### config.mk
export PLATFORM = sky130hd
export DESIGN_NAME = pwm_pair_timer
export DESIGN_NICKNAME = d
export VERILOG_FILES = /design/src/rtl/pwm_pair_pkg.sv /design/src/rtl/pwm_prescaler.sv /design/src/rtl/pwm_count_core.sv /design/src/rtl/pwm_deadband.sv /design/src/rtl/pwm_pair_timer.sv
export SDC_FILE = /design/constraint.sdc
export NUM_CORES = 1
export LEC_CHECK = 0
export ABC_CLOCK_PERIOD_IN_PS = 1800
export BUFFER_PORTS_ARGS = -buffer_cell sky130_fd_sc_hd__clkbuf_2
export CORE_UTILIZATION = 35
export CTS_CLUSTER_SIZE = 14
export DETAILED_ROUTE_END_ITERATION = 12
export GPL_TIMING_DRIVEN = 1
export PLACE_DENSITY = 0.53
export SYNTH_ARGS = -nofsm -noshare
export SYNTH_HDL_FRONTEND = slang
export SYNTH_SLANG_ARGS = --single-unit
### constraint.sdc
create_clock -name clk -period 1.8 [get_ports clk]
set_input_delay 0.36 -clock clk [delete_from_list [all_inputs] [get_ports clk]]
set_output_delay 0.36 -clock clk [all_outputs]
set_load 0.02 [all_outputs]
### src/rtl/pwm_pair_pkg.sv
package pwm_pair_pkg;
  // register addresses
  localparam int ADR_CTRL   = 0;
  localparam int ADR_START  = 1;
  localparam int ADR_MATCH  = 2;
  localparam int ADR_RELOAD = 3;
  localparam int ADR_DBAND  = 4;
  // control field positions
  localparam int CTL_EN_BIT  = 0;
  localparam int CTL_POL_BIT = 1;
  localparam int CTL_PS_LSB  = 2;
  // number of outputs in the pair
  localparam int N_OUT = 2;
endpackage

### src/rtl/pwm_prescaler.sv
module pwm_prescaler #(
  parameter int PS_W = 3
) (
  input  logic            clk,
  input  logic            rst,
  input  logic            run,
  input  logic [PS_W-1:0] sel,
  output logic            tick
);
  localparam int PRE_W = (1 << PS_W) - 1;

  logic [PRE_W-1:0] pre_q;
  logic [PRE_W-1:0] mask;

  always_comb begin
    for (int i = 0; i < PRE_W; i++) mask[i] = (i < int'(sel));
  end

  assign tick = run && ((pre_q & mask) == mask);

  always_ff @(posedge clk) begin
    if (rst) pre_q <= '0;
    else if (run) pre_q <= pre_q + 1'b1;
    else pre_q <= '0;
  end


  pre_restart_chk: assert property (@(posedge clk) disable iff (rst)
    $rose(run) |-> (pre_q == '0));
endmodule

### src/rtl/pwm_count_core.sv
module pwm_count_core #(
  parameter int CNT_W = 16
) (
  input  logic             clk,
  input  logic             rst,
  input  logic             run,
  input  logic             tick,
  input  logic             ld_start,
  input  logic [CNT_W-1:0] start_val,
  input  logic [CNT_W-1:0] match_val,
  input  logic [CNT_W-1:0] reload_val,
  output logic             phase,
  output logic             irq
);
  localparam logic [CNT_W-1:0] RESTART = CNT_W'(1);

  logic [CNT_W-1:0] cnt_q;
  logic             hit_reload, hit_match;

  assign hit_reload = (cnt_q == reload_val);
  assign hit_match  = (cnt_q == match_val);

  always_ff @(posedge clk) begin
    if (rst) begin
      cnt_q <= RESTART;
      phase <= 1'b0;
      irq   <= 1'b0;
    end else begin
      irq <= tick && hit_reload;
      if (ld_start) begin
        cnt_q <= start_val;
        phase <= 1'b0;
      end else if (tick) begin
        if (hit_reload) begin
          cnt_q <= RESTART;
          phase <= 1'b0;
        end else begin
          cnt_q <= cnt_q + 1'b1;
          if (hit_match) phase <= 1'b1;
        end
      end
    end
  end


  restart_chk: assert property (@(posedge clk) disable iff (rst)
    irq |-> (cnt_q == RESTART || $past(ld_start)));

  hold_chk: assert property (@(posedge clk) disable iff (rst)
    (!run && !ld_start) |=> (cnt_q == $past(cnt_q) && phase == $past(phase)));
endmodule

### src/rtl/pwm_deadband.sv
module pwm_deadband #(
  parameter int DB_W = 8
) (
  input  logic            clk,
  input  logic            rst,
  input  logic            din,
  input  logic [DB_W-1:0] delay,
  output logic            dout
);
  logic [DB_W-1:0] wait_q;

  always_ff @(posedge clk) begin
    if (rst) begin
      dout   <= 1'b0;
      wait_q <= '0;
    end else if (!din) begin
      dout   <= 1'b0;
      wait_q <= '0;
    end else if (wait_q >= delay) begin
      dout <= 1'b1;
    end else begin
      wait_q <= wait_q + 1'b1;
    end
  end


  fall_now_chk: assert property (@(posedge clk) disable iff (rst)
    !din |=> !dout);

  rise_cause_chk: assert property (@(posedge clk) disable iff (rst)
    $rose(dout) |-> $past(din));
endmodule

### src/rtl/pwm_pair_timer.sv
module pwm_pair_timer
  import pwm_pair_pkg::*;
#(
  parameter int CNT_W  = 16,
  parameter int PS_W   = 3,
  parameter int DB_W   = 8,
  parameter int ADDR_W = 3
) (
  input  logic              clk,
  input  logic              rst,
  input  logic              wr_en,
  input  logic [ADDR_W-1:0] wr_addr,
  input  logic [CNT_W-1:0]  wr_data,
  output logic              pwm_out,
  output logic              pwm_out_n,
  output logic              reload_irq
);
  logic             en_q, pol_q;
  logic [PS_W-1:0]  ps_q;
  logic [CNT_W-1:0] match_q, reload_q;
  logic [DB_W-1:0]  db_q;
  logic             ld_start, tick, phase, irq;
  logic             level;
  logic [N_OUT-1:0] drive, outs;

  assign ld_start = wr_en && (wr_addr == ADDR_W'(ADR_START));

  always_ff @(posedge clk) begin
    if (rst) begin
      en_q     <= 1'b0;
      pol_q    <= 1'b0;
      ps_q     <= '0;
      match_q  <= '0;
      reload_q <= '1;
      db_q     <= '0;
    end else if (wr_en) begin
      if (wr_addr == ADDR_W'(ADR_CTRL)) begin
        en_q  <= wr_data[CTL_EN_BIT];
        pol_q <= wr_data[CTL_POL_BIT];
        ps_q  <= wr_data[CTL_PS_LSB +: PS_W];
      end
      if (wr_addr == ADDR_W'(ADR_MATCH))  match_q  <= wr_data;
      if (wr_addr == ADDR_W'(ADR_RELOAD)) reload_q <= wr_data;
      if (wr_addr == ADDR_W'(ADR_DBAND))  db_q     <= wr_data[DB_W-1:0];
    end
  end

  pwm_prescaler #(.PS_W(PS_W)) u_pre (
    .clk(clk), .rst(rst), .run(en_q), .sel(ps_q), .tick(tick)
  );

  pwm_count_core #(.CNT_W(CNT_W)) u_core (
    .clk(clk), .rst(rst), .run(en_q), .tick(tick), .ld_start(ld_start),
    .start_val(wr_data), .match_val(match_q), .reload_val(reload_q),
    .phase(phase), .irq(irq)
  );

  assign level    = pol_q ^ phase;
  assign drive[0] = en_q & level;
  assign drive[1] = en_q & ~level;

  for (genvar g = 0; g < N_OUT; g++) begin : g_band
    pwm_deadband #(.DB_W(DB_W)) u_db (
      .clk(clk), .rst(rst), .din(drive[g]), .delay(db_q), .dout(outs[g])
    );
  end

  assign pwm_out    = outs[0];
  assign pwm_out_n  = outs[1];
  assign reload_irq = irq;


  no_overlap_chk: assert property (@(posedge clk) disable iff (rst)
    !(pwm_out && pwm_out_n));

  off_low_chk: assert property (@(posedge clk) disable iff (rst)
    !en_q |=> !(pwm_out || pwm_out_n));
endmodule

==> metrics.md, run 1 <==
| Metric | Value |
|---|---|
| Worst Max-Slew Pin Slew | `0.709 ns` |
| Worst setup SP type | `register` |
| Average cell area after synthesis | `8.21 sq um` |
| Die width | `117 microns` |
| Clock sinks | `88` |
| Worst hold start | `wr_data[14]` |
| Initial drt markers | `196` |
| Die Y | `117 microns` |
| ANT cells | `0` |
| Hold Path Class | `in2reg` |
| DRC viols | `0` |
| Ys flop type | `dfxtp_1` |
| Final WS setup | `-0.120 ns` |
| Setup Viol. Count Final | `14` |
| Final instance area | `6030 sq um` |
| Arrival time worst endpoint | `2.20 ns` |
| Number of synthesized flops with an enable pin | `0` |
| Post-Syn Nets | `610` |
| Yosys cell types | `59` |
| Hold Crit Endpoint | `reload_q[14]$_SDFFE_PP1P_` |
| Synthesis-to-finish area growth | `29.3%` |
| Asr flop ratio synth | `0` |
| Share of layout cells above drive strength 1 | `0.283` |
| Leakage power | `2.30 nW` |
| R2R setup slack | `-0.12 ns` |
| Clock buffer depth | `2` |
| Root Driver | `clkbuf_16` |
| Max_slew headroom | `0.527` |
| Yosys reg bits | `88` |
| Pre-CTS setup slack | `-0.223 ns` |
| Site Rows | `41` |
| Clk pin slew, worst setup/hold paths | `0.06 ns` |
| WL/cell | `15.5 microns` |
| CTS Buf Count | `9` |
| Layout Skew | `0.00436 ns` |
| PwrDens | `724 nW/um^2` |
| Max Cap Viol | `0` |
| Vias | `4186` |
| Run status | `finished, violations left` |
| Total gr overflow | `0` |
| Worst Hold Depth | `3` |
| PnR Total Power | `4.37 mW` |
| Placed cell areas | `5260 sq um` |
| Worst-Skew Late Latency | `0.35 ns` |
| Nature of the critical path endpoint | `register` |
| Min cycle time layout | `1.92 ns` |
| R2R cell count | `8` |
| Final period utilization | `1.07` |
| Seq/Total Area, Yosys | `0.378` |
| Largest net degree at the start of global routing | `67` |
| RR Startpoint | `db_q[0]$_SDFFE_PP0P_` |
| IO Port Bufs | `24` |
| Vias in the first global route | `4133` |
| Post-DP HPWL | `8870 microns` |
| Crit path required time | `2.09 ns` |
| Synth warn | `0` |
| Fmax | `521 MHz` |
| First-pass GRT wire length | `20400 microns` |
| GRT Overall Usage | `0.188` |
| Core Region | `12800 sq um` |
| GP Congestion | `0.841` |
| Hold_buf cts | `0` |
| Die area | `13800 sq um` |
| Starting Density | `0.364` |
| Final nets | `681` |
| TritonCTS clock tree | `built` |
| I/O pins | `25` |
| Hold WS | `0.259 ns` |
| Terminus of the critical flop-to-flop path | `g_band[0].u_db.wait_q[4]$_SDFFE_PP0N_` |
| ANT nets after route | `0` |
| # fillers | `1244` |
| Initial antenna violation count | `0` |
| Post-Syn Instances | `568` |
| Setup TNS | `-0.955 ns` |
| Slew Viols, Final | `0` |
| DR vias/cell | `5.13` |
| Failing checks | `negative setup slack` |
| Final hold vios | `0` |
| Critical path type | `reg2reg` |
| DR pass1 iterations | `4` |
| # H-tree levels | `3` |
| CP max FO | `6` |
| Area of the mapped netlist | `4670 sq um` |
| RSZ-0062 raised after global routing | `yes` |
| Drt total wl | `12600 microns` |
| VDD IR max | `0.488 mV` |
[registers in the layout, summed over array words and instances, names as in the netlist]
register            flops
g_band.u_db.wait_q     16
match_q                16
reload_q               16
u_core.cnt_q           16
db_q                    8
u_pre.pre_q             7
ps_q                    3
g_band.u_db.dout        2
en_q                    1
pol_q                   1
u_core.irq              1
u_core.phase            1
[cell usage after synthesis (all sizes together), types with 13 or more instances]
cell type  instances  area (sq um)
inv               13          48.8
nand2            110           415
nand4             16           106
nand3b            19           143
nor2              44           173
a21oi             48           248
clkbuf            19          85.1
dfxtp             88          1760
o21ai             22           125
xnor2             37           324
nand3             22           128
ha                20           250
[through the flow]
stage	instances	util
6_report	816	0.471
3_3_place_gp	787	0.410
5_1_grt	816	0.471
2_1_floorplan	568	-
4_1_cts	812	0.450
3_5_place_dp	787	0.410
[layout make-up]
type                    instances  area (sq um)  area share
clock buffers                  13           260      0.0431
clock inverters                 3          40.0     0.00663
inverters                      13          48.8     0.00809
multi-input cells             437          3010       0.498
flip-flops and latches         88          1780       0.295
well taps                     172           215      0.0357
repair buffers                 90           681       0.113
[worst max path at each step]
stage / start / to / slack, ns
after global routing: db_q[0]$_SDFFE_PP0P_ / g_band[0].u_db.wait_q[4]$_SDFFE_PP0N_ / -0.22
final: db_q[0]$_SDFFE_PP0P_ / g_band[0].u_db.wait_q[4]$_SDFFE_PP0N_ / -0.12
after floorplan: g_band[1].u_db.wait_q[0]$_SDFFE_PP0N_ / g_band[1].u_db.wait_q[5]$_SDFFE_PP0N_ / -0.01
after CTS: db_q[0]$_SDFFE_PP0P_ / g_band[0].u_db.wait_q[5]$_SDFFE_PP0N_ / -0.11
after global placement: g_band[1].u_db.wait_q[0]$_SDFFE_PP0N_ / g_band[1].u_db.wait_q[5]$_SDFFE_PP0N_ / -0.14
after detailed placement: g_band[0].u_db.wait_q[0]$_SDFFE_PP0N_ / g_band[0].u_db.wait_q[3]$_SDFFE_PP0N_ / -0.22
[worst max-delay path, cell delays in order, from the launching register on]
cell and delay, ns:
dfxtp_4 0.36, ha_4 0.23, nand2b_4 0.12, a21o_1 0.15, a21o_1 0.17, a21oi_4 0.19
o211ai_4 0.12, or3_4 0.38, a21oi_2 0.12
[logic make-up after synthesis]
family / after synthesis / share of synthesized area
adders and majority gates: 20 / 0.0536
xor gates and xnor gates: 45 / 0.0845
DFF: 88 / 0.378
AOI/OAI and AO/OA: 102 / 0.140
and+or+nand+nor: 264 / 0.285
muxes: 4 / 0.00858
buffers and inverters: 45 / 0.0507
[placed cells by master (no fill, tap or decap), drive strengths merged, types with 5 or more instances in the layout]
cell	netlist	final
nor4	5	5
a21o	7	7
buf	12	65
nor3	10	10
or3	11	11
nand4	16	16
clkbuf	19	38
a21oi	48	48
nor2	44	44
o311a	5	5
dfxtp	88	88
inv	13	13
nand2	110	110
and3	9	9
nand3b	19	19
ha	20	20
nor2b	5	5
nand3	22	22
xnor2	37	37
o21ai	22	22
o211ai	4	6
a31oi	6	6
xor2	8	8
[where the power goes]
group	internal, mW	switching, mW	total (mW)	leakage (nW)
Combinational	0.196	0.236	0.432	1.43
Sequential	1.98	0.0285	2.01	0.716
Clock	1.15	0.775	1.92	0.150
Total	3.33	1.04	4.37	2.30
[what timing repair did]
action                                  CTS  global route
pin swaps                                 9            29
hold endpoints to repair                  0             0
buffers inserted                          7             5
endpoints found under the setup margin   31            34
gates resized for setup                  25            52
gates cloned                              2             0
[routing by layer]
metal,track usage,routed length [microns]
met1,0.241,5970
met2,0.298,5930
met3,0.0562,539
met4,0.0665,209
met5,0,0
Power figures use the tool's default switching activity.
==> inputs of run 2 (changes only) <==
ABC_AREA = 1   (was not set)
==> run 2 against run 1 <==
Against the previous run:
- the flow now finishes without violations
- critical endpoint is now u_core.phase$_SDFFE_PP0P_
- sequential power about the same
- critical path type unchanged
- utilization is 5.0 points lower
- maximum frequency rose by 20%
- clock power grew 5%
- cell area fell by 6.3%
==> metrics.md, run 2 <==
| Metric | Value |
|---|---|
| Run status | `finished clean` |
| IO Port Bufs | `24 (unchanged)` |
| DR vias/cell | `4.94 (-3.7%)` |
| Seq/Total Area, Yosys | `0.358 (-0.0195)` |
| Worst-Skew Late Latency | `0.35 ns (about the same)` |
| Layout Skew | `0.0120 ns (+0.00765 ns)` |
| Hold Path Class | `in2reg` |
| Synth warn | `0 (unchanged)` |
| Average cell area after synthesis | `6.91 sq um (-16%)` |
| Crit-path slowest cell | `dfxtp_1` |
| Fmax | `623 MHz (+20%)` |
| TritonCTS clock tree | `built` |
| Post-Syn Instances | `712 (+25%)` |
| Arrival time worst endpoint | `1.85 ns (-0.35 ns)` |
| Initial antenna violation count | `0 (unchanged)` |
| ANT cells | `0 (unchanged)` |
| DR pass1 iterations | `5 (+1)` |
| Top delay family on crit path | `simple AND/OR/NAND/NOR gates` |
| # H-tree levels | `3 (unchanged)` |
| Number of synthesized flops with an enable pin | `0 (unchanged)` |
| Min cycle time layout | `1.60 ns (-0.315 ns)` |
| Nature of the critical path endpoint | `register` |
| GRT Overall Usage | `0.191 (+0.00288)` |
| Final WS setup | `0.195 ns (+0.315 ns)` |
| Most common cell after layout, fill and taps aside | `nand2_1` |
| Yosys cell types | `27 (-54%)` |
| Max Cap Viol | `0 (unchanged)` |
| Biggest area consumer among synthesized cells | `dfxtp_1` |
| Top post-synthesis cells by count | `nand2_1 (147), dfxtp_1 (88), nor2_1 (84), inv_1 (73), a21oi_1 (64)` |
| Post-CTS Setup Bufs | `0 (-7)` |
| Register area | `1760 sq um (-1.1%)` |
| CTS Buf Count | `9 (unchanged)` |
| Clk pin slew, worst setup/hold paths | `0.07 ns (about the same)` |
| PwrDens | `792 nW/um^2 (+9.4%)` |
| Final hold vios | `0 (unchanged)` |
| Die Y | `121 microns (+2.6%)` |
| Hold WS | `0.264 ns (+0.00463 ns)` |
| Die area | `14500 sq um (+5.3%)` |
| Slew Viols, Final | `0 (unchanged)` |
| Vias in the first global route | `4386 (+6.1%)` |
| Share of layout cells above drive strength 1 | `0.128 (-0.154)` |
| Area of the mapped netlist | `4920 sq um (+5.4%)` |
| Worst Max-Slew Pin Slew | `0.370 ns (-0.339 ns)` |
| First-pass GRT wire length | `21700 microns (+6.1%)` |
| Post-DP HPWL | `9000 microns (+1.5%)` |
| Ys flop type | `dfxtp_1` |
| Starting Density | `0.366 (+0.00189)` |
| PnR Total Power | `4.48 mW (+2.5%)` |
| CP bufs+invs | `1 (+1)` |
| Largest net degree at the start of global routing | `37 (-45%)` |
| Largest stage delay on the critical path | `0.51 ns (+0.13 ns)` |
| Total gr overflow | `0 (unchanged)` |
| Setup TNS | `0 ns (+0.955 ns)` |
| Critical path type | `reg2reg` |
| Most frequent cell after synthesis | `nand2_1` |
| I/O pins | `25 (unchanged)` |
| Max_slew headroom | `0.753 (+0.226)` |
| Hold_buf cts | `0 (unchanged)` |
| ANT nets after route | `0 (unchanged)` |
| DRC viols | `0 (unchanged)` |
| Drt total wl | `12500 microns (-0.97%)` |
| Vias | `4563 (+9.0%)` |
| Final nets | `785 (+15%)` |
| Core Region | `13500 sq um (+4.9%)` |
| Asr flop ratio synth | `0 (unchanged)` |
| Setup Viol. Count Final | `0 (-14)` |
| Worst setup SP type | `register` |
| Most frequent cells in the layout | `nand2_1 (147), dfxtp_1 (88), nor2_1 (84)` |
| Final core utilization | `0.420 (-0.0502)` |
| Synth top area share | `0.358 (-0.0195)` |
| GP Congestion | `0.828 (-1.6%)` |
| Site Rows | `42 (+2.4%)` |
| Root Driver | `clkbuf_16` |
| # fillers | `1434 (+15%)` |
| Final period utilization | `0.891 (-0.175)` |
| Die width | `121 microns (+2.6%)` |
| Clock buffer depth | `2 (unchanged)` |
| Multi-input combinational cell area | `2670 sq um (-11%)` |
| Crit path required time | `2.04 ns (-0.05 ns)` |
| Post-Syn Nets | `754 (+24%)` |
| Initial drt markers | `322 (+64%)` |
| VDD IR max | `0.618 mV (+27%)` |
| WL/cell | `13.6 microns (-13%)` |
| Yosys reg bits | `88 (unchanged)` |
| Leakage power | `2.42 nW (+5.4%)` |
| Synthesis-to-finish area growth | `14.9%` |
| Cell-by-cell trace of the critical path | `inv_2 > nand2_1 > nand2_1 > nor2_1 > nand2_1 > nor2_1 > nand2_4 > o21ai_1 > a21oi_1` |
| Pre-CTS setup slack | `0.0352 ns (+0.258 ns)` |
| CP max FO | `18 (+12)` |
| Clock sinks | `88 (unchanged)` |
| Ranking of synthesized cells by area | `dfxtp_1 (36%), nand2_1 (11%), a21oi_1 (6.5%), nor2_1 (6.4%), inv_1 (5.6%)` |
| CP dominant cell by count | `nand2_1` |
| CTS resizes | `0 (-100%)` |
[run 2: cell types whose count changed in the layout (fill, tap and decap cells not counted), moves of 19 or more]
cell,before,now
inv_1,9,73
nand3_1,18,42
buf_4,57,26
o21ai_0,5,46
a21oi_1,39,64
nand2_1,107,147
nand3b_1,19,0
nor2_1,42,84
[run 2: report_power, final]
group	total, mW	internal [mW]	switching, mW
clock	2.01	1.23	0.782
sequential	2.03	1.99	0.0385
combinational	0.436	0.164	0.271
total	4.48	3.39	1.09
[run 2: layout make-up]
| cell class | instances | share of cell area |
|---|---|---|
| timing repair buffer | 52 | 0.0628 |
| inverter | 87 | 0.0586 |
| tap | 176 | 0.0389 |
| clock inverter | 2 | 0.00620 |
| multi-input combinational | 505 | 0.472 |
| sequential | 88 | 0.312 |
| clock buffer | 14 | 0.0502 |
[run 2: metal layers]
metal | global-route usage | up-vias | part of all wire
met5 | 0 | - | 0
met1 | 0.249 | 2094 | 0.49
met4 | 0.0532 | 0 | 0.013
met3 | 0.0467 | 12 | 0.052
li1 | - | 2362 | -
met2 | 0.311 | 95 | 0.45
[run 2: worst min-delay path: cells and delay by family]
family                 cells  cell delay (ns)
buffers and inverters      1             0.11
and+or+nand+nor            2             0.11
[run 2: per-stage QoR]
step | instance area [sq um] | std cells
floorplan | 4920 | 712
global placement | 5320 | 908
detailed placement | 5320 | 908
CTS | 5640 | 924
global route | 5650 | 924
finish | 5650 | 924
[run 2: worst paths after layout]
kind                                              startpoint                         to  slack [ns]  depth (start not counted)
worst max-delay path            u_core.cnt_q[4]$_SDFFE_PP0P_  u_core.phase$_SDFFE_PP0P_        0.20                          9
worst min-delay path                              wr_data[8]   reload_q[8]$_SDFFE_PP1P_        0.26                          3
worst max register to register  u_core.cnt_q[4]$_SDFFE_PP0P_  u_core.phase$_SDFFE_PP0P_        0.20                          9
worst min register to register       match_q[8]$_SDFFE_PP0P_    match_q[8]$_SDFFE_PP0P_        0.46                          2
[run 2: kinds of logic (layout without fill, tap and decap cells)]
| family | Yosys count | count (layout) | synth area share |
|---|---|---|---|
| flip-flops | 88 | 88 | 0.358 |
| AND/OR/NAND/NOR | 323 | 323 | 0.288 |
| AO/OA/AOI/OAI | 119 | 119 | 0.123 |
| XOR/XNOR | 43 | 43 | 0.0766 |
| adder cells (fa/ha/maj) | 20 | 20 | 0.0509 |
| buffers and inverters | 119 | 155 | 0.104 |
